--- config.mk ---
export PLATFORM = sky130hd
export DESIGN_NAME = uart_txd_top
export DESIGN_NICKNAME = d
export VERILOG_FILES = /design/src/rtl/uart_txd_pkg.sv /design/src/rtl/uart_txd_hold.sv /design/src/rtl/uart_txd_shift.sv /design/src/rtl/uart_txd_top.sv
export SDC_FILE = /design/constraint.sdc
export NUM_CORES = 1
export LEC_CHECK = 0
export BUFFER_PORTS_ARGS = -buffer_cell sky130_fd_sc_hd__buf_2
export CAP_MARGIN = 20
export CORE_MARGIN = 2
export CORE_UTILIZATION = 50
export DETAILED_ROUTE_END_ITERATION = 10
export HOLD_SLACK_MARGIN = 0.12
export PLACE_DENSITY = 0.79
export SYNTH_ARGS = -nofsm -noshare
export SYNTH_HDL_FRONTEND = slang
export SYNTH_SLANG_ARGS = --single-unit
--- constraint.sdc ---
create_clock -name clk -period 3.5 [get_ports clk]
set_input_delay 0.7 -clock clk [delete_from_list [all_inputs] [get_ports clk]]
set_output_delay 0.7 -clock clk [all_outputs]
set_load 0.01 [all_outputs]
--- src/rtl/uart_txd_pkg.sv ---
package uart_txd_pkg;

    typedef enum logic [1:0] {
        CMD_NONE    = 2'b00,
        CMD_ENABLE  = 2'b01,
        CMD_DISABLE = 2'b10,
        CMD_SPARE   = 2'b11
    } tx_cmd_e;

    typedef struct packed {
        logic turn_on;
        logic turn_off;
        logic store;
    } tx_ctl_t;

    // A command cycle swallows a coincident write.
    function automatic tx_ctl_t decode_ctl(input logic [1:0] cmd, input logic wr);
        tx_ctl_t c;
        c.turn_on  = (cmd == CMD_ENABLE);
        c.turn_off = (cmd == CMD_DISABLE);
        c.store    = wr && !c.turn_on && !c.turn_off;
        return c;
    endfunction

endpackage

--- src/rtl/uart_txd_hold.sv ---
module uart_txd_hold #(
    parameter int DATA_W = 8
) (
    input  logic              clk,
    input  logic              rst,
    input  logic              flush,
    input  logic              store,
    input  logic [DATA_W-1:0] store_data,
    input  logic              take,
    output logic              full,
    output logic [DATA_W-1:0] data
);

    always_ff @(posedge clk) begin
        if (rst || flush) begin
            full <= 1'b0;
        end else if (store) begin
            full <= 1'b1;
        end else if (take) begin
            full <= 1'b0;
        end
    end

    always_ff @(posedge clk) begin
        if (rst) begin
            data <= '0;
        end else if (store && !flush) begin
            data <= store_data;
        end
    end

    // a store always leaves the register occupied
    a_r9_store_fills: assert property (@(posedge clk) disable iff (rst)
        (store && !flush) |=> full);

endmodule

--- src/rtl/uart_txd_shift.sv ---
module uart_txd_shift #(
    parameter int DATA_W        = 8,
    parameter int TICKS_PER_BIT = 16
) (
    input  logic              clk,
    input  logic              rst,
    input  logic              abort,
    input  logic              baud_tick,
    input  logic              load,
    input  logic [DATA_W-1:0] load_data,
    output logic              txd,
    output logic              busy,
    output logic              done
);

    localparam int FRAME_W = DATA_W + 2;
    localparam int TK_W    = (TICKS_PER_BIT > 1) ? $clog2(TICKS_PER_BIT) : 1;
    localparam int BIT_W   = $clog2(FRAME_W);
    localparam logic [TK_W-1:0]  TK_LAST  = TK_W'(TICKS_PER_BIT - 1);
    localparam logic [BIT_W-1:0] BIT_LAST = BIT_W'(FRAME_W - 1);

    logic [FRAME_W-1:0] sh;
    logic [TK_W-1:0]    tk;
    logic [BIT_W-1:0]   bit_idx;
    logic               bit_end;

    assign bit_end = busy && baud_tick && (tk == TK_LAST);
    assign done    = bit_end && (bit_idx == BIT_LAST);
    assign txd     = sh[0];

    always_ff @(posedge clk) begin
        if (rst || abort) begin
            busy    <= 1'b0;
            sh      <= '1;
            tk      <= '0;
            bit_idx <= '0;
        end else if (load) begin
            busy    <= 1'b1;
            sh      <= {1'b1, load_data, 1'b0};
            tk      <= '0;
            bit_idx <= '0;
        end else if (busy && baud_tick) begin
            if (bit_end) begin
                tk <= '0;
                if (bit_idx == BIT_LAST) begin
                    busy <= 1'b0;
                end else begin
                    bit_idx <= bit_idx + 1'b1;
                    sh      <= {1'b1, sh[FRAME_W-1:1]};
                end
            end else begin
                tk <= tk + 1'b1;
            end
        end
    end

    // every frame opens with a low start bit
    a_r5_start_low: assert property (@(posedge clk) disable iff (rst)
        (load && !abort) |=> !txd);
    // line rests high between frames
    a_r5_idle_high: assert property (@(posedge clk) disable iff (rst)
        !busy |-> txd);
    // an abort silences the line on the next cycle
    a_r3_abort_high: assert property (@(posedge clk) disable iff (rst)
        abort |=> (txd && !busy));

endmodule

--- src/rtl/uart_txd_top.sv ---
module uart_txd_top #(
    parameter int DATA_W        = 8,
    parameter int TICKS_PER_BIT = 16
) (
    input  logic              clk,
    input  logic              rst,
    input  logic              wr_stb,
    input  logic [DATA_W-1:0] wr_data,
    input  logic [1:0]        cmd,
    input  logic              baud_tick,
    output logic              txd,
    output logic              tx_ready,
    output logic              tx_empty
);
    import uart_txd_pkg::*;

    tx_ctl_t           ctl;
    logic              enabled;
    logic              hold_full;
    logic [DATA_W-1:0] hold_data;
    logic              sh_busy;
    logic              sh_done;
    logic              take;
    logic              flush;

    assign ctl   = decode_ctl(cmd, wr_stb);
    assign flush = ctl.turn_off || (ctl.turn_on && !enabled);
    assign take  = enabled && hold_full && (!sh_busy || sh_done);

    always_ff @(posedge clk) begin
        if (rst) begin
            enabled <= 1'b0;
        end else if (ctl.turn_on) begin
            enabled <= 1'b1;
        end else if (ctl.turn_off) begin
            enabled <= 1'b0;
        end
    end

    uart_txd_hold #(.DATA_W(DATA_W)) u_hold (
        .clk        (clk),
        .rst        (rst),
        .flush      (flush),
        .store      (ctl.store),
        .store_data (wr_data),
        .take       (take),
        .full       (hold_full),
        .data       (hold_data)
    );

    uart_txd_shift #(.DATA_W(DATA_W), .TICKS_PER_BIT(TICKS_PER_BIT)) u_shift (
        .clk       (clk),
        .rst       (rst),
        .abort     (ctl.turn_off),
        .baud_tick (baud_tick),
        .load      (take),
        .load_data (hold_data),
        .txd       (txd),
        .busy      (sh_busy),
        .done      (sh_done)
    );

    assign tx_ready = enabled && !hold_full;
    assign tx_empty = enabled && !hold_full && !sh_busy;

    // enabling from the off state frees the holding register
    a_r2_enable_ready: assert property (@(posedge clk) disable iff (rst)
        (ctl.turn_on && !enabled) |=> tx_ready);
    // disabling drops both flags
    a_r3_disable_flags: assert property (@(posedge clk) disable iff (rst)
        ctl.turn_off |=> (!tx_ready && !tx_empty));
    // an accepted write while enabled occupies the holding register
    a_r4_write_busy: assert property (@(posedge clk) disable iff (rst)
        (ctl.store && enabled) |=> !tx_ready);
    // drained implies ready
    a_r6_empty_ready: assert property (@(posedge clk) disable iff (rst)
        tx_empty |-> tx_ready);
    // drained status only appears at a frame end or on enable
    a_r6_empty_rise: assert property (@(posedge clk) disable iff (rst)
        $rose(tx_empty) |-> ($past(baud_tick) || $past(cmd) == CMD_ENABLE));
    // nothing is sent while off
    a_r8_off_quiet: assert property (@(posedge clk) disable iff (rst)
        (!enabled && !$past(enabled)) |-> txd);

endmodule

==> results of run 1 <==
metrics by stage:
step | setup slack, ps | utilization, %
2_1_floorplan | 1688 | -
3_3_place_gp | 1608 | 57.39
3_5_place_dp | 1496 | 57.39
4_1_cts | 1525 | 58.83
5_1_grt | 1401 | 58.83
6_report | 1544 | 58.83
cell type report:
class | count | share of cell area (%)
tap | 30 | 2.530
timing repair buffer | 18 | 6.408
clock buffer | 4 | 2.445
sequential | 28 | 37.77
multi-input combinational | 102 | 49.33
inverter | 6 | 1.518
critical path, delay by kind of cell (launching register included):
family / cells / cell delay [ps]
simple gates: 2 / 770
compound gates: 2 / 460
flops: 1 / 390
fa+ha+maj: 1 / 190
buf+inv: 1 / 50
synth_stat cells, types with 2 or more instances:
master and number:
inv_1 6, nor3_1 8, o21ai_0 3, buf_6 2, a21oi_1 6, mux2i_1 11, a31oi_1 2, o21ai_4 2
nand2_1 6, buf_2 2, a221oi_1 4, clkbuf_2 2, o21ai_1 6, nand3_1 2, ha_1 5, nor2_1 18
o41ai_1 2, xnor2_1 2, dfxtp_1 28, and2_1 2, o31a_1 3, a221o_1 2
registers in the layout (all words and copies together) (netlist names):
name,count
u_shift.sh,9
u_hold.full,1
enabled,1
u_shift.bit_idx,4
u_hold.data,8
u_shift.busy,1
u_shift.tk,4
layout by cell type, fill, tap and decap left out, types with 4 or more instances in the layout:
cell	instances
nand2_1	6
mux2i_1	11
a221oi_1	4
buf_2	16
nor2_1	18
a21oi_1	6
nor3_1	8
dfxtp_1	28
o21ai_1	6
inv_1	6
ha_1	5
final timing paths:
kind	from	to	slack (ps)	depth (start not counted)
max	u_shift.bit_idx[1]	u_shift.sh[5]	1540	6
min	u_shift.tk[1]	u_shift.tk[1]	500	2
max reg2reg	u_shift.bit_idx[1]	u_shift.sh[5]	1540	6
min reg2reg	u_shift.tk[1]	u_shift.tk[1]	500	2
routing by layer:
layer	vias to the layer above	wire, um	GRT usage (%)	part of all wire (%)
met5	-	0	0	0
met4	0	31	6.122	1.2
met3	4	96	5.069	3.7
met2	18	1279	31.60	49
met1	516	1220	23.29	46
li1	544	-	-	-
kinds of logic (layout without fill, tap and decap cells):
kind of cell,after synthesis,count (layout),share of synthesized area (%)
adder cells (fa/ha/maj),5,5,4.583
flip-flops,28,28,41.06
multiplexers,11,11,8.066
AND/OR/NAND/NOR,47,47,18.70
AO/OA/AOI/OAI,36,36,20.35
XOR/XNOR,3,3,1.925
buffers and inverters,13,28,5.316
power groups by stage:
stage | combinational, mW | sequential, mW | clock (mW)
2_1_floorplan | 0.0292 | 0.337 | 0
3_3_place_gp | 0.0424 | 0.338 | 0
3_5_place_dp | 0.0447 | 0.338 | 0
4_1_cts | 0.0450 | 0.331 | 0.161
5_1_grt | 0.0502 | 0.332 | 0.173
6_report | 0.0446 | 0.331 | 0.158
==> reports/metrics.cfg, run 1 <==
[sta]
setup_viol=0
min_period_over_period_pct=55.90
hold_slack_ps=503.6
fin_crit_ps=1956
slew_headroom_pct=65.71
rsz0062_at_grt=false
slew_violations=0
tns_ps=0
tightest_slew_ps=512.7
skew_ps=11.28
finalHoldViolCount=0
max_freq_mhz=511.1

[logic_synthesis]
synth_area_leaders=dfxtp_1 41%, mux2i_1 8.1%, nor2_1 4.9%, ha_1 4.6%, nor3_1 2.9%
yosysWarnings=0
syn_nets=162
syn_area_um2=1365
synth_cell_types=41
synthCells=143
synth_top_area_share_pct=41.06
ys.flop_type=dfxtp_1
async_flop_share_pct=0
synth-edff-count=0
synth_area_leader_cell=dfxtp_1
synth_area_per_cell_um2=9.546
yosysSeqAreaShare_pct=41.06
synth_seq_cells=28

[clock_tree]
cts_buffers=3
clkSlewWorstSetupHoldPaths_ps=150
htree_levels=1
cts_resized=0
root_buffer=clkbuf_4
cts_hold_buf=0
tritoncts=yes
cts.sinks=28
cts_buffer_depth=2
clk_latency_ps=330
cts_setup_buffers=0

[routing]
vias_per_cell=5.755
drtAntennaViolNets=0
drtIter0Drc=26
drc=0
wl_per_cell_um=13.98
wl_um=2629
drt_first_pass_iters=4
vias=1082

[worst_setup_path]
critPathMaxStageDelay_ps=500
crit_fanout=11
cpMaxStageDelayCell=nor3_4
crit_arrival_ps=2180
critPathKind=reg2reg
crit_path_start_kind=flop
crit_required_ps=3730
end_kind=flop
path_cells=inv_1, ha_1, and3b_1, nor3_4, a21oi_1, a221o_1

[die]
fp.dieArea_um2=3164
coreArea_um2=2522
die_x_um=56.25
die_y_um=56.25
rows=18
io_pins=17
start_util_pct=54.12

[global_routing]
grt_pass1_vias=1103
antenna_found_initial=0
track_usage_pct=18.81
grt_pass1_wl_um=4740
grt_max_degree=16
grt-ovfl-total=0

[place]
hpwl_um=1978
gp_congestion=0.8332
portBuffers=16
dpl.cell_count=184
placed_area_um2=1448

[power_and_ir_drop]
p_clk_share_pct=29.6
seq_power_share_pct=62.1
finalPower_mw=0.5336
comb_power_share_pct=8.4
p_leak_nw=0.5900
switching_share_pct=22.90
power_per_cell_area_nw_per_um2=359.6
ir_worst_vdd_mv=0.3907
internal-power_mw=0.4114
power.switching_mw=0.1222

[job]
maxCapViolCount=0

[cells_and_area]
stdcell_count=188
num-fill-cells=232
stdcell_area_um2=1484
register_area_um2=560.5
area_delta_synth_final_pct=8.707
fin_nets=178
multiInputGateArea_um2=732.0
drive_gt1_share_pct=19.62
antenna_cells=0

[min_path]
worstHoldPathType=reg2reg

[run_status]
outcome=completed

Power figures use the tool's default switching activity.
==> run 2: changes to the inputs <==
==> constraint.sdc (replaced) <==
create_clock -name clk -period 1.95 [get_ports clk]
set_input_delay 0.39 -clock clk [delete_from_list [all_inputs] [get_ports clk]]
set_output_delay 0.39 -clock clk [all_outputs]
set_load 0.01 [all_outputs]
==> run 2 against run 1 <==
Effect of this change:
- setup slack lost 1400 ps
- clock-buffer cell count is 1 lower
- register-to-register slack got worse by 1400 ps
- power is 98% higher
- routed wire length is 1.8% higher
- maximum frequency grew 10%
- sequential share of layout area shrank 0.60 points
- sequential power increased by 80%
- die area unchanged
- critical path type unchanged
- highest routed layer unchanged
==> reports/metrics.cfg, run 2 (same netlist as run 1, synthesis figures left out) <==
[routing]
drtIter0Drc=23  ; was 26
vias=1108  ; was 1082
drtAntennaViolNets=0  ; unchanged
drt_first_pass_iters=4  ; unchanged
drc=0  ; unchanged
vias_per_cell=5.862  ; was 5.755
wl_per_cell_um=14.16  ; was 13.98 um
wl_um=2676  ; was 2629 um

[sta]
max_freq_mhz=562.7  ; was 511.1 MHz
tns_ps=0  ; unchanged
tightest_slew_ps=394.6  ; was 512.7 ps
slew_headroom_pct=73.35  ; was 65.71%
finalHoldViolCount=0  ; unchanged
slew_violations=0  ; unchanged
rsz0062_at_grt=false  ; unchanged
min_period_over_period_pct=91.14  ; was 55.90%
hold_slack_ps=285.9  ; was 503.6 ps
fin_crit_ps=1777  ; was 1956 ps
setup_viol=0  ; unchanged
skew_ps=1.705  ; was 11.28 ps

[global_routing]
grt_pass1_vias=1117  ; was 1103
grtUsageMet3_pct=2.995  ; was 5.069%
top_usage_layer=met2  ; unchanged
grt.met1_usage_pct=22.49  ; was 23.29%
antenna_found_initial=0  ; unchanged
grt_max_degree=17  ; was 16
grt-ovfl-total=0  ; unchanged
track_usage_pct=18.15  ; was 18.81%
met2_usage_pct=31.43  ; was 31.60%
grt_pass1_wl_um=4671  ; was 4740 um

[run_status]
outcome=completed  ; unchanged

[clock_tree]
cts_hold_buf=0  ; unchanged
cts_buffers=3  ; unchanged
tritoncts=yes  ; unchanged
cts_setup_buffers=0  ; unchanged
root_buffer=clkbuf_4  ; unchanged
cts.sinks=28  ; unchanged
cts_resized=0  ; unchanged
clk_latency_ps=330  ; about the same
cts_buffer_depth=2  ; unchanged
htree_levels=1  ; unchanged
clkSlewWorstSetupHoldPaths_ps=150  ; about the same

[cells_and_area]
antenna_cells=0  ; unchanged
drive_gt1_share_pct=20.13  ; was 19.62%
largestRegisters=u_shift.sh (9), u_hold.data (8)  ; unchanged
fin_nets=179  ; was 178
largest_reg_flops=9  ; unchanged
layout_commonest_cell=dfxtp_1  ; unchanged
top_register=u_shift.sh  ; unchanged
final_core_util_pct=59.77  ; was 58.83%
area_delta_synth_final_pct=10.45  ; was 8.707%
stdcell_area_um2=1508  ; was 1484 um2
final_cell_mix=28 x dfxtp_1, 18 x nor2_1, 16 x buf_2  ; unchanged

[die]
start_util_pct=54.12  ; unchanged
io_pins=17  ; unchanged
coreArea_um2=2522  ; unchanged
fp.dieArea_um2=3164  ; unchanged
rows=18  ; unchanged
die_y_um=56.25  ; unchanged
die_x_um=56.25  ; unchanged

[worst_setup_path]
crit_path_start_kind=flop  ; unchanged
end_kind=flop  ; unchanged
rr_worst_depth=6  ; unchanged
critPathKind=reg2reg  ; unchanged
crit_required_ps=2190  ; was 3730 ps
crit_fanout=7  ; was 11
crit_arrival_ps=2020  ; was 2180 ps

[place]
gp_congestion=0.8416  ; was 0.8332
placed_area_um2=1455  ; was 1448 um2
portBuffers=16  ; unchanged
hpwl_um=2008  ; was 1978 um

[min_path]
worstHoldPathType=in2reg  ; was reg2reg
worstHoldPathCells=3  ; was 2

[power_and_ir_drop]
power_per_cell_area_nw_per_um2=700.9  ; was 359.6 nW/um2
ir_worst_vdd_mv=0.5077  ; was 0.3907 mV
p_leak_nw=0.6024  ; was 0.5900 nW
finalPower_mw=1.057  ; was 0.5336 mW

[job]
maxCapViolCount=0  ; unchanged

==> run 2: through the flow <==
step | cells | setup slack, ps
after floorplan | 143 | 386.8
after global placement | 185 | 263.5
after detailed placement | 185 | 193.4
after CTS | 189 | 169.0
after global routing | 189 | 52.32
final | 189 | 172.9
==> run 2: layer usage <==
| metal | up-vias | share of wire, % |
|---|---|---|
| li1 | 549 | - |
| met1 | 528 | 46 |
| met2 | 25 | 50 |
| met3 | 6 | 3.4 |
| met4 | 0 | 1.2 |
| met5 | - | 0 |
==> run 2: area by class of cell <==
type                       count  area [um2]
fill                         231        1015
multi-input combinational    102       732.0
sequential                    28       560.5
timing repair buffer          19       102.6
tap                           30       37.54
clock inverter                 1       30.03
clock buffer                   3       22.52
inverter                       6       22.52
==> run 2: critical path: stages (launching register included) <==
cell     delay [ps]
dfxtp_1         400
inv_1            60
ha_1            190
and3b_1         280
nor3_4          350
a21oi_1         100
a221o_1         300
==> run 2: worst paths after layout <==
check                   end               start  slack, ps
max reg2reg   u_shift.sh[1]  u_shift.bit_idx[1]        170
min          u_hold.data[6]          wr_data[6]        290
min reg2reg   u_shift.tk[1]       u_shift.tk[1]        510
max           u_shift.sh[1]  u_shift.bit_idx[1]        170
==> run 2: power by group <==
| part | internal [mW] | switching, mW | total (mW) |
|---|---|---|---|
| sequential | 0.586 | 0.00855 | 0.595 |
| combinational | 0.0380 | 0.0428 | 0.0809 |
| clock | 0.208 | 0.173 | 0.381 |
| total | 0.832 | 0.225 | 1.06 |
